[src/rtl/walk_pkg.sv]
// Shared types and constants for the linear-to-physical walker.
package walk_pkg;

    localparam int LIN_W   = 64;  // linear address width
    localparam int ENT_W   = 64;  // widest table entry
    localparam int LVL_W   = 3;   // holds level numbers 0..5
    localparam int A20_BIT = 20;
    localparam int BIG_BIT = 7;   // large-page flag inside an entry
    localparam int PRS_BIT = 0;   // present flag inside an entry

    typedef enum logic [2:0] {
        WM_OFF,
        WM_LEG,
        WM_PAE,
        WM_LONG4,
        WM_LONG5
    } walk_mode_t;

    typedef enum logic [1:0] {
        PG_4K = 2'd0,
        PG_2M = 2'd1,
        PG_4M = 2'd2,
        PG_1G = 2'd3
    } page_size_t;

    typedef enum logic [1:0] {
        ST_IDLE,
        ST_REQ,
        ST_WAIT
    } walk_state_t;

endpackage

[src/rtl/walk_mode_dec.sv]
// Decodes the paging controls into a walk shape and its first level, and
// checks that the upper linear bits are sign copies for long walks.
// Assumes the caller samples the outputs only in the cycle it accepts start.
module walk_mode_dec
    import walk_pkg::*;
(
    input  logic              pg,
    input  logic              pae,
    input  logic              lma,
    input  logic              la57,
    input  logic [63:47]      lin_hi,
    output walk_mode_t        mode,
    output logic [LVL_W-1:0]  first_lvl,
    output logic              canon_ok
);

    // Shape selection from control bits.
    always_comb begin
        if (!pg)            mode = WM_OFF;
        else if (!pae)      mode = WM_LEG;
        else if (!lma)      mode = WM_PAE;
        else if (!la57)     mode = WM_LONG4;
        else                mode = WM_LONG5;
    end

    // Starting level and sign-extension test per shape.
    always_comb begin
        first_lvl = '0;
        canon_ok  = 1'b1;
        case (mode)
            WM_LEG:   first_lvl = 3'd2;
            WM_PAE:   first_lvl = 3'd3;
            WM_LONG4: begin
                first_lvl = 3'd4;
                canon_ok  = (&lin_hi[63:47]) | ~(|lin_hi[63:47]);
            end
            WM_LONG5: begin
                first_lvl = 3'd5;
                canon_ok  = (&lin_hi[63:56]) | ~(|lin_hi[63:56]);
            end
            default:  first_lvl = '0;
        endcase
    end

endmodule

[src/rtl/walk_entry_addr.sv]
// Forms the address of the next table entry from the current base, level
// and linear address, and applies the A20 gate. Assumes PA_W < 64 and a
// base that is either the root or a frame taken from the previous entry.
module walk_entry_addr
    import walk_pkg::*;
#(
    parameter int PA_W = 52
) (
    input  walk_mode_t        mode,
    input  logic [LVL_W-1:0]  lvl,
    input  logic [PA_W-1:0]   base,
    input  logic [LIN_W-1:0]  lin,
    input  logic              a20_en,
    output logic [PA_W-1:0]   addr,
    output logic              wide
);

    localparam int PAD_W = LIN_W - PA_W;

    logic [63:0] base64;
    logic [63:0] raw;
    logic [8:0]  idx9;

    assign base64 = {{PAD_W{1'b0}}, base};

    // Index extraction and aligned-base combination per shape.
    always_comb begin
        idx9 = 9'(lin >> (7'd3 + 7'(lvl) * 7'd9));
        wide = 1'b1;
        case (mode)
            WM_LEG: begin
                wide = 1'b0;
                if (lvl == 3'd2)
                    raw = (base64 & ~64'hFFF) | 64'({lin[31:22], 2'b00});
                else
                    raw = (base64 & ~64'hFFF) | 64'({lin[21:12], 2'b00});
            end
            WM_PAE: begin
                if (lvl == 3'd3)
                    raw = (base64 & ~64'h1F) | 64'({lin[31:30], 3'b000});
                else
                    raw = (base64 & ~64'hFFF) | 64'({idx9, 3'b000});
            end
            default: raw = (base64 & ~64'hFFF) | 64'({idx9, 3'b000});
        endcase
        // A20 gate on every entry address.
        if (!a20_en)
            raw[A20_BIT] = 1'b0;
    end

    assign addr = raw[PA_W-1:0];

endmodule

[src/rtl/walk_leaf_eval.sv]
// Inspects a returned entry: present flag, whether it ends the walk, the
// page size, the composed physical address and the next-level base.
// Assumes PA_W >= 32 so legacy frames fit.
module walk_leaf_eval
    import walk_pkg::*;
#(
    parameter int PA_W = 52
) (
    input  walk_mode_t        mode,
    input  logic [LVL_W-1:0]  lvl,
    input  logic [ENT_W-1:0]  entry,
    input  logic              pse,
    input  logic              a20_en,
    input  logic [LIN_W-1:0]  lin,
    output logic              present,
    output logic              leaf,
    output page_size_t        psize,
    output logic [PA_W-1:0]   phys,
    output logic [PA_W-1:0]   next_base
);

    localparam logic [63:0] FRAME_MASK = ((64'd1 << PA_W) - 64'd1) & ~64'hFFF;

    logic [63:0] ent;
    logic [63:0] frame;
    logic [63:0] frame_sel;
    logic [63:0] off_mask;
    logic [63:0] phys64;
    logic        big;

    // Narrow entries use the low half only; frames drop bits above PA_W.
    assign ent     = (mode == WM_LEG) ? {32'd0, entry[31:0]} : entry;
    assign frame   = ent & FRAME_MASK;
    assign present = ent[PRS_BIT];
    assign big     = ent[BIG_BIT];

    // Leaf decision, page size and frame choice per shape.
    always_comb begin
        leaf      = 1'b0;
        psize     = PG_4K;
        off_mask  = 64'hFFF;
        frame_sel = frame;
        case (mode)
            WM_LEG: begin
                if (lvl == 3'd1) begin
                    leaf = 1'b1;
                    if (!a20_en)
                        frame_sel[A20_BIT] = 1'b0;
                end else if (big && pse) begin
                    leaf      = 1'b1;
                    psize     = PG_4M;
                    off_mask  = 64'h3F_FFFF;
                    frame_sel = {24'd0, ent[20:13], ent[31:22], 22'd0};
                end
            end
            WM_PAE, WM_LONG4, WM_LONG5: begin
                if (lvl == 3'd1) begin
                    leaf = 1'b1;
                end else if (lvl == 3'd2 && big) begin
                    leaf     = 1'b1;
                    psize    = PG_2M;
                    off_mask = 64'h1F_FFFF;
                end else if (lvl == 3'd3 && big && mode != WM_PAE) begin
                    leaf     = 1'b1;
                    psize    = PG_1G;
                    off_mask = 64'h3FFF_FFFF;
                end
            end
            default: leaf = 1'b0;
        endcase
    end

    assign phys64    = (frame_sel & ~off_mask) | (lin & off_mask);
    assign phys      = phys64[PA_W-1:0];
    assign next_base = frame[PA_W-1:0];

endmodule

[src/rtl/lin2phys_walker.sv]
// Page table walker: accepts a start when idle, snapshots the controls,
// issues one entry read at a time and reports the physical address, page
// size or a fault with a one-cycle done pulse. Assumes the memory side
// returns exactly one response per request.
module lin2phys_walker
    import walk_pkg::*;
#(
    parameter int PA_W = 52
) (
    input  logic              clk,
    input  logic              rst_n,
    input  logic              start,
    input  logic [63:0]       lin_addr,
    input  logic [PA_W-1:0]   cr3,
    input  logic              pg_en,
    input  logic              pae_en,
    input  logic              pse_en,
    input  logic              la57_en,
    input  logic              lma,
    input  logic              a20_en,
    output logic              mem_req,
    output logic [PA_W-1:0]   mem_addr,
    output logic              mem_wide,
    input  logic              mem_rvalid,
    input  logic [63:0]       mem_rdata,
    output logic              busy,
    output logic              done,
    output logic              fault,
    output logic [PA_W-1:0]   phys_addr,
    output logic [1:0]        page_size
);

    walk_state_t        state;
    walk_mode_t         mode_q;
    logic [LVL_W-1:0]   level_q;
    logic [PA_W-1:0]    base_q;
    logic [LIN_W-1:0]   lin_q;
    logic               pse_q;
    logic               a20_q;
    logic               done_q;
    logic               fault_q;
    logic [PA_W-1:0]    phys_q;
    page_size_t         psize_q;

    walk_mode_t         dec_mode;
    logic [LVL_W-1:0]   dec_first;
    logic               dec_canon;
    logic [LIN_W-1:0]   lin_gated;

    logic               lf_present;
    logic               lf_leaf;
    page_size_t         lf_psize;
    logic [PA_W-1:0]    lf_phys;
    logic [PA_W-1:0]    lf_next;

    walk_mode_dec u_mode_dec (
        .pg        (pg_en),
        .pae       (pae_en),
        .lma       (lma),
        .la57      (la57_en),
        .lin_hi    (lin_addr[63:47]),
        .mode      (dec_mode),
        .first_lvl (dec_first),
        .canon_ok  (dec_canon)
    );

    walk_entry_addr #(.PA_W(PA_W)) u_entry_addr (
        .mode   (mode_q),
        .lvl    (level_q),
        .base   (base_q),
        .lin    (lin_q),
        .a20_en (a20_q),
        .addr   (mem_addr),
        .wide   (mem_wide)
    );

    walk_leaf_eval #(.PA_W(PA_W)) u_leaf_eval (
        .mode      (mode_q),
        .lvl       (level_q),
        .entry     (mem_rdata),
        .pse       (pse_q),
        .a20_en    (a20_q),
        .lin       (lin_q),
        .present   (lf_present),
        .leaf      (lf_leaf),
        .psize     (lf_psize),
        .phys      (lf_phys),
        .next_base (lf_next)
    );

    // Paging-off result: linear address through the A20 gate.
    always_comb begin
        lin_gated = lin_addr;
        if (!a20_en)
            lin_gated[A20_BIT] = 1'b0;
    end

    // Walk sequencer: accept, read, evaluate, descend or finish.
    always_ff @(posedge clk) begin
        if (!rst_n) begin
            state   <= ST_IDLE;
            mode_q  <= WM_OFF;
            level_q <= '0;
            base_q  <= '0;
            lin_q   <= '0;
            pse_q   <= 1'b0;
            a20_q   <= 1'b1;
            done_q  <= 1'b0;
            fault_q <= 1'b0;
            phys_q  <= '0;
            psize_q <= PG_4K;
        end else begin
            done_q <= 1'b0;
            case (state)
                ST_IDLE: begin
                    if (start) begin
                        lin_q  <= lin_addr;
                        mode_q <= dec_mode;
                        pse_q  <= pse_en;
                        a20_q  <= a20_en;
                        if (dec_mode == WM_OFF) begin
                            done_q  <= 1'b1;
                            fault_q <= 1'b0;
                            phys_q  <= lin_gated[PA_W-1:0];
                            psize_q <= PG_4K;
                        end else if (!dec_canon) begin
                            done_q  <= 1'b1;
                            fault_q <= 1'b1;
                            phys_q  <= '0;
                            psize_q <= PG_4K;
                        end else begin
                            level_q <= dec_first;
                            base_q  <= cr3;
                            state   <= ST_REQ;
                        end
                    end
                end
                ST_REQ: state <= ST_WAIT;
                ST_WAIT: begin
                    if (mem_rvalid) begin
                        if (!lf_present) begin
                            done_q  <= 1'b1;
                            fault_q <= 1'b1;
                            phys_q  <= '0;
                            psize_q <= PG_4K;
                            state   <= ST_IDLE;
                        end else if (lf_leaf) begin
                            done_q  <= 1'b1;
                            fault_q <= 1'b0;
                            phys_q  <= lf_phys;
                            psize_q <= lf_psize;
                            state   <= ST_IDLE;
                        end else begin
                            base_q  <= lf_next;
                            level_q <= level_q - 3'd1;
                            state   <= ST_REQ;
                        end
                    end
                end
                default: state <= ST_IDLE;
            endcase
        end
    end

    assign mem_req   = (state == ST_REQ);
    assign busy      = (state != ST_IDLE);
    assign done      = done_q;
    assign fault     = fault_q;
    assign phys_addr = phys_q;
    assign page_size = psize_q;

endmodule

[config.mk]
export PLATFORM = sky130hd
export DESIGN_NAME = lin2phys_walker
export DESIGN_NICKNAME = d
export VERILOG_FILES = /design/src/rtl/walk_pkg.sv /design/src/rtl/walk_mode_dec.sv /design/src/rtl/walk_entry_addr.sv /design/src/rtl/walk_leaf_eval.sv /design/src/rtl/lin2phys_walker.sv
export SDC_FILE = /design/constraint.sdc
export NUM_CORES = 1
export LEC_CHECK = 0
export ABC_AREA = 1
export CORE_MARGIN = 2
export CORE_UTILIZATION = 45
export DETAILED_ROUTE_END_ITERATION = 10
export GPL_ROUTABILITY_DRIVEN = 1
export HOLD_SLACK_MARGIN = 0.12
export PLACE_DENSITY_LB_ADDON = 0.15
export SLEW_MARGIN = 40
export SYNTH_ARGS = -nofsm -noshare
export SYNTH_HDL_FRONTEND = slang
export SYNTH_SLANG_ARGS = --single-unit
[constraint.sdc]
create_clock -name clk -period 4 [get_ports clk]
set_clock_uncertainty 0.15 [all_clocks]
set_input_delay 0.8 -clock clk [delete_from_list [all_inputs] [get_ports clk]]
set_output_delay 0.8 -clock clk [all_outputs]
set_load 0.05 [all_outputs]
# After elaboration in Yosys (flattened, before gate mapping)

Cells that the tools add are included.
Widths: inputs -> output; s select.

Add/sub/neg operators: 2
$mul: 1
Div/mod/pow operators: 0
Magnitude comparators: 0
Equal/unequal tests: 22
Shift operators: 1
Muxes and demuxes: 86
Bitwise gates (word level): 12
Reductions and logical operators: 17

Operators with widths:

| operator           | number |
|---|---|
| $mux 52            | 18 |
| $pmux 52 s2        | 4 |
| $or 52x12->52      | 3 |
| $and 52x52->52     | 2 |
| $shr 64x7->9       | 1 |
| $mux 30            | 2 |
| $not 52->52        | 1 |
| $or 52x5->52       | 1 |
| $or 52x52->52      | 1 |
| $mux 22            | 2 |
| $mux 31            | 1 |
| $mux 2             | 15 |
| $mux 3             | 10 |
| $mux 1             | 24 |
| $mux 20            | 1 |
| $eq 3x2->1 const B | 6 |
| $reduce_and 17->1  | 1 |
| $reduce_or 17->1   | 1 |
| $pmux 3 s4         | 1 |
| $ne 2x2->1 const B | 5 |
| $eq 3x1->1 const B | 3 |
| $pmux 1 s2         | 4 |
| $pmux 2 s2         | 2 |
| $reduce_and 8->1   | 1 |
| other kinds (23)   | 31 |

Bits in registers: 182
Bits in latches: 0
Bits in writable memories: 0
ROM bits: 0
Input port bits: 190
Output and inout bits: 111
Word-level logic and storage cells: 152
Memories kept: 0

# Depth between registers and ports, before layout

Depth after elaboration: 15
Gate-level depth with buffers: 18
Depth with buffers taken out: 17

# Modules after synthesis

Synthesis repeated with hierarchy kept, for this count alone.

Cell total of the unflattened synthesis: 2396
Area total of the unflattened synthesis: 13802.0 µm²

Modules (own cells, without submodules):

| module          | times used | cells an instance | area an instance (µm²) | seq. area each (µm²) |
|---|---|---|---|---|
| lin2phys_walker | 1          | 1345              | 8787.2                 | 3643.5 |
| walk_entry_addr | 1          | 785               | 3669.8                 | 0.0 |
| walk_leaf_eval  | 1          | 210               | 1113.6                 | 0.0 |
| walk_mode_dec   | 1          | 56                | 231.5                  | 0.0 |

# Worst setup path before layout

No wires, ideal clock.

Kind: register to output
From: register level_q[0]
To: output mem_addr[2]
Arrival: 2631 ps
Required time: 3050 ps
Path slack: 419 ps
Stages on the path, launching flop included: 9
Buffers on the path: 3
Path through: dfxtp_1 > buf_2 > inv_1 > buf_2 > ha_1 > nand2_1 > clkbuf_1 > nor2_1 > a211oi_1

Word-level cells in the longest chain between the ends: 3
Elaborated cells on any way between the ends: 5
Those cells by class: 2 x eq/ne; 3 x mux

Ends and longest elaborated chain:

| item                          | line                                         | text |
|---|---|---|
| start, declared               | lin2phys_walker.sv:35                        | `logic [LVL_W-1:0] level_q;` |
| start signal, assigned        | lin2phys_walker.sv:132                       | `level_q <= dec_first;` |
| start signal, assigned        | lin2phys_walker.sv:155                       | `level_q <= level_q - 3'd1;` |
| $eq 3x2->1 (on tied branches) | walk_entry_addr.sv:39, walk_entry_addr.sv:33 |  |
| $mux 52 (on tied branches)    | walk_entry_addr.sv:39, walk_entry_addr.sv:33 |  |
| $pmux 52 s2 *                 | walk_entry_addr.sv:30                        | `case (mode)` |
| end, declared                 | lin2phys_walker.sv:22                        | `output logic [PA_W-1:0] mem_addr,` |

Mark *: on every way between the ends. The rest lies on a longest branch, timed or not.

# Final worst setup path

From: register level_q[1]
To: output mem_addr[4]

Word-level cells in the longest chain between the ends: 6
Elaborated cells on any way between the ends: 9
Those cells by class: 1 x add/sub; 1 x mul; 2 x eq/ne; 1 x shift; 3 x mux; 1 x bitwise

Ends and longest elaborated chain:

| item          | line                                         | text |
|---|---|---|
| $mul 3x4->7   | walk_entry_addr.sv:28                        | `idx9 = 9'(lin >> (7'd3 + 7'(lvl) * 7'd9));` |
| $add 2x7->7   | walk_entry_addr.sv:28                        |  |
| $shr 64x7->9  | walk_entry_addr.sv:28                        |  |
| $or 52x12->52 | walk_entry_addr.sv:42, walk_entry_addr.sv:44 |  |
| $mux 52       | walk_entry_addr.sv:39                        | `if (lvl == 3'd3)` |
| $pmux 52 s2 * | walk_entry_addr.sv:30                        |  |

Marked as above.

==> impl_metrics.toml <==
[placed_design]
gp_congestion = 0.9390
dp_hpwl_um = 33560
io_buffers = 271
place_area_sq_mm = 0.01476

[worst_setup_path]
start_kind = "register"
r2r_slack_ns = 0.98
criticalPathCategory = "reg -> out"
crit_fanout = 11
reg2reg_depth = 8
required_ns = 3.05
cp_data_arrival_time_ns = 2.90
worstSetupEndpointType = "primary output"

[route]
dr.first_iter.drc_count = 1373
vias = 14220
firstDrtPassIters = 6
wl_per_cell_um = 17.93
drt-total-wl_um = 45430
ant_nets = 0
drc = 0
viasPerCell = 5.615

[global_routing]
grt_pass1_vias = 13130
gr-total-overflow = 0
grt_pass1_wl_um = 71780
grt.total_usage_pct = 31.54
grt_max_degree = 71
antenna_found_initial = 1

[hold_path]
holdPathStages = 2
hp-class = "reg -> reg"

[clock_network]
root_buffer = "clkbuf_16"
clk_latency_ns = 0.45
htree_levels = 4
clk_path_buf_depth = 2
clock_sinks = 177
tritoncts = "done"
cts_buffers = 17
clk_pin_slew_ns = 0.09
holdBufCountCts = 0

[power_and_ir_drop]
leakage_nw = 6.638
ir_worst_vdd_mv = 0.2981
p_per_area_mw_per_mm2 = 439.4

[synthesis]
yosysWarnings = 0
synth_area_per_cell_sq_um = 5.964
synth_xor_area_share_pct = 0.1439
synth-simple-area-share_pct = 37.80
muxShareOfSynthArea_pct = 0
syn_inst = 2041
synth_top_family_by_area = "simple AND/OR/NAND/NOR gates"
synth_compound_area_share_pct = 18.70
synth_ff_type = "dfxtp_1"
synth-adder-area-share_pct = 0.8223
synth.distinct_cells = 37
synthArstFlopShare_pct = 0
syn-cell-area_sq_mm = 0.01217
seq_area_frac_synth_pct = 29.11
synth-seq-cells = 177
synth_edf_count = 0

[final_layout]
nFillCells = 2691
nets = 2377
postLayoutCellArea_sq_mm = 0.01542
layout-drive-gt1-share_pct = 4.929
area_growth_pct = 26.71

[timing]
max_freq_ghz = 0.2600
grt_setup_unrepaired = "no"
finalHoldViolations = 0
setup_tns_ns = 0
worst_pin_slew_ns = 0.7783
max-slew-margin-rel_pct = 48.12
period_minus_slack_ns = 3.846
setup_viol = 0
fin_crit_sh_pct = 96.16
report.final.slew_viol_count = 0

[die]
io_pins = 301
core_area_sq_mm = 0.02673
die_x_um = 168.5
die-area_sq_mm = 0.02838
initial_core_util_pct = 45.55
die_y_um = 168.5
fp-row-count = 60

[status]
outcome = "complete, no violations"

[run]
cap_violations = 0
[power by group]
part           internal (W)  switching, W
registers           0.00192      0.000111
clock network      0.000902      0.000864
logic               0.00108       0.00190
total               0.00390       0.00287
[worst max-delay path, cell delays in order (launching register included)]
cell     delay [ns]
dfxtp_2        0.41
inv_1          0.09
ha_1           0.25
ha_2           0.24
nand2_1        0.06
inv_1          0.04
nor2_2         0.17
nand2_1        0.12
buf_4          0.20
or2_2          0.30
nand3_1        0.10
nand3_1        0.10
nand3_1        0.10
nand2_1        0.11
buf_12         0.17
[worst paths after layout]
check | from | end
min reg2reg | base_q[18] | base_q[18]
max | level_q[1] | mem_addr[4]
max reg2reg | state[1] | phys_addr[28]
min | base_q[18] | base_q[18]
[logic make-up after synthesis]
logic type / Yosys count
simple gates: 1082
compound gates: 410
buf+inv: 361
flops: 177
fa+ha+maj: 8
xor+xnor: 2
other cells: 1
[sequential cells by signal, summed over array words and instances, names as in the netlist]
| signal | flops |
|---|---|
| pse_q | 1 |
| page_size | 2 |
| base_q | 47 |
| lin_q | 64 |
| fault | 1 |
| mode_q | 3 |
| a20_q | 1 |
| done | 1 |
| state | 2 |
| level_q | 3 |
| phys_addr | 52 |
[layer usage]
layer	track usage (%)	wire [um]	vias up
li1	-	-	6975
met1	43.31	19770	6550
met2	50.60	20800	632
met3	6.617	3858	67
met4	8.096	1000	0
met5	0	0	-
[synth_stat cells, types with 2 or more instances]
| cell type | instances | area [sq um] |
|---|---|---|
| a32o_1 | 2 | 20.02 |
| nand3b_1 | 2 | 15.01 |
| clkinv_1 | 8 | 30.03 |
| a211oi_1 | 3 | 22.52 |
| nand4_1 | 50 | 312.8 |
| a21oi_1 | 142 | 710.7 |
| o21ai_1 | 5 | 25.02 |
| nor2_1 | 205 | 769.5 |
| nand2_2 | 3 | 18.77 |
| inv_1 | 153 | 574.3 |
| o211ai_1 | 26 | 195.2 |
| o21a_1 | 36 | 270.3 |
| buf_4 | 47 | 352.8 |
| dfxtp_1 | 177 | 3543 |
| buf_1 | 17 | 63.81 |
| nand3_1 | 299 | 1496 |
| nor3_1 | 3 | 15.01 |
| nand2_1 | 514 | 1929 |
| inv_2 | 7 | 26.28 |
| buf_6 | 4 | 45.04 |
| buf_2 | 55 | 275.3 |
| clkbuf_1 | 70 | 262.8 |
| o32ai_1 | 10 | 87.58 |
| nand3_2 | 2 | 20.02 |
| ha_1 | 8 | 100.1 |
| or2_1 | 2 | 12.51 |
| o21ai_0 | 181 | 905.9 |
[what timing repair did]
action,4_1_cts,5_1_grt
setup endpoints to repair,6,9
resized for setup,2,10
setup buffers,0,2
[final cells by class]
class / count / area, sq um / area share [%]
clock buffer: 17 / 425.4 / 2.758
tap: 341 / 426.7 / 2.766
sequential: 177 / 3547 / 23.00
multi-input combinational: 1504 / 7036 / 45.61
inverter: 168 / 636.9 / 4.129
antenna: 1 / 2.502 / 0.01622
clock inverter: 14 / 191.4 / 1.241
timing repair buffer: 311 / 3159 / 20.48
[metrics by stage]
step	cells	hold WS (ns)	util (%)	power [W]	setup WS, ns
2_1_floorplan	2042	0.2870	-	0.004000	0.4189
3_3_place_gp	2498	0.2978	55.15	0.004984	0.3708
3_5_place_dp	2499	0.3027	55.23	0.005006	0.3994
4_1_cts	2530	0.3161	57.54	0.006757	0.01343
5_1_grt	2533	0.3366	57.72	0.007148	0.001921
6_report	2533	0.3126	57.72	0.006777	0.1537
[layout by cell type (no fill, tap or decap), drive strengths merged]
cell and instances:
o22ai 1, nand4 50, buf 51, a211oi 3
or2 3, dfxtp 177, o32ai 10, o21bai 1
nor2 205, o211ai 26, nand3b 2, nor3 3
clkbuf 17, nand2 517, o21ai 186, xor2 1
and2 1, o21a 36, a32o 2, inv 163
xnor2 1, nand3 301, clkdlybuf4s50 260, ha 8
conb 2, a21oi 143, clkinvlp 1, diode 1
bufinv 1, clkinv 17, a41oi 1, a21boi 1
Power figures use the tool's default switching activity.
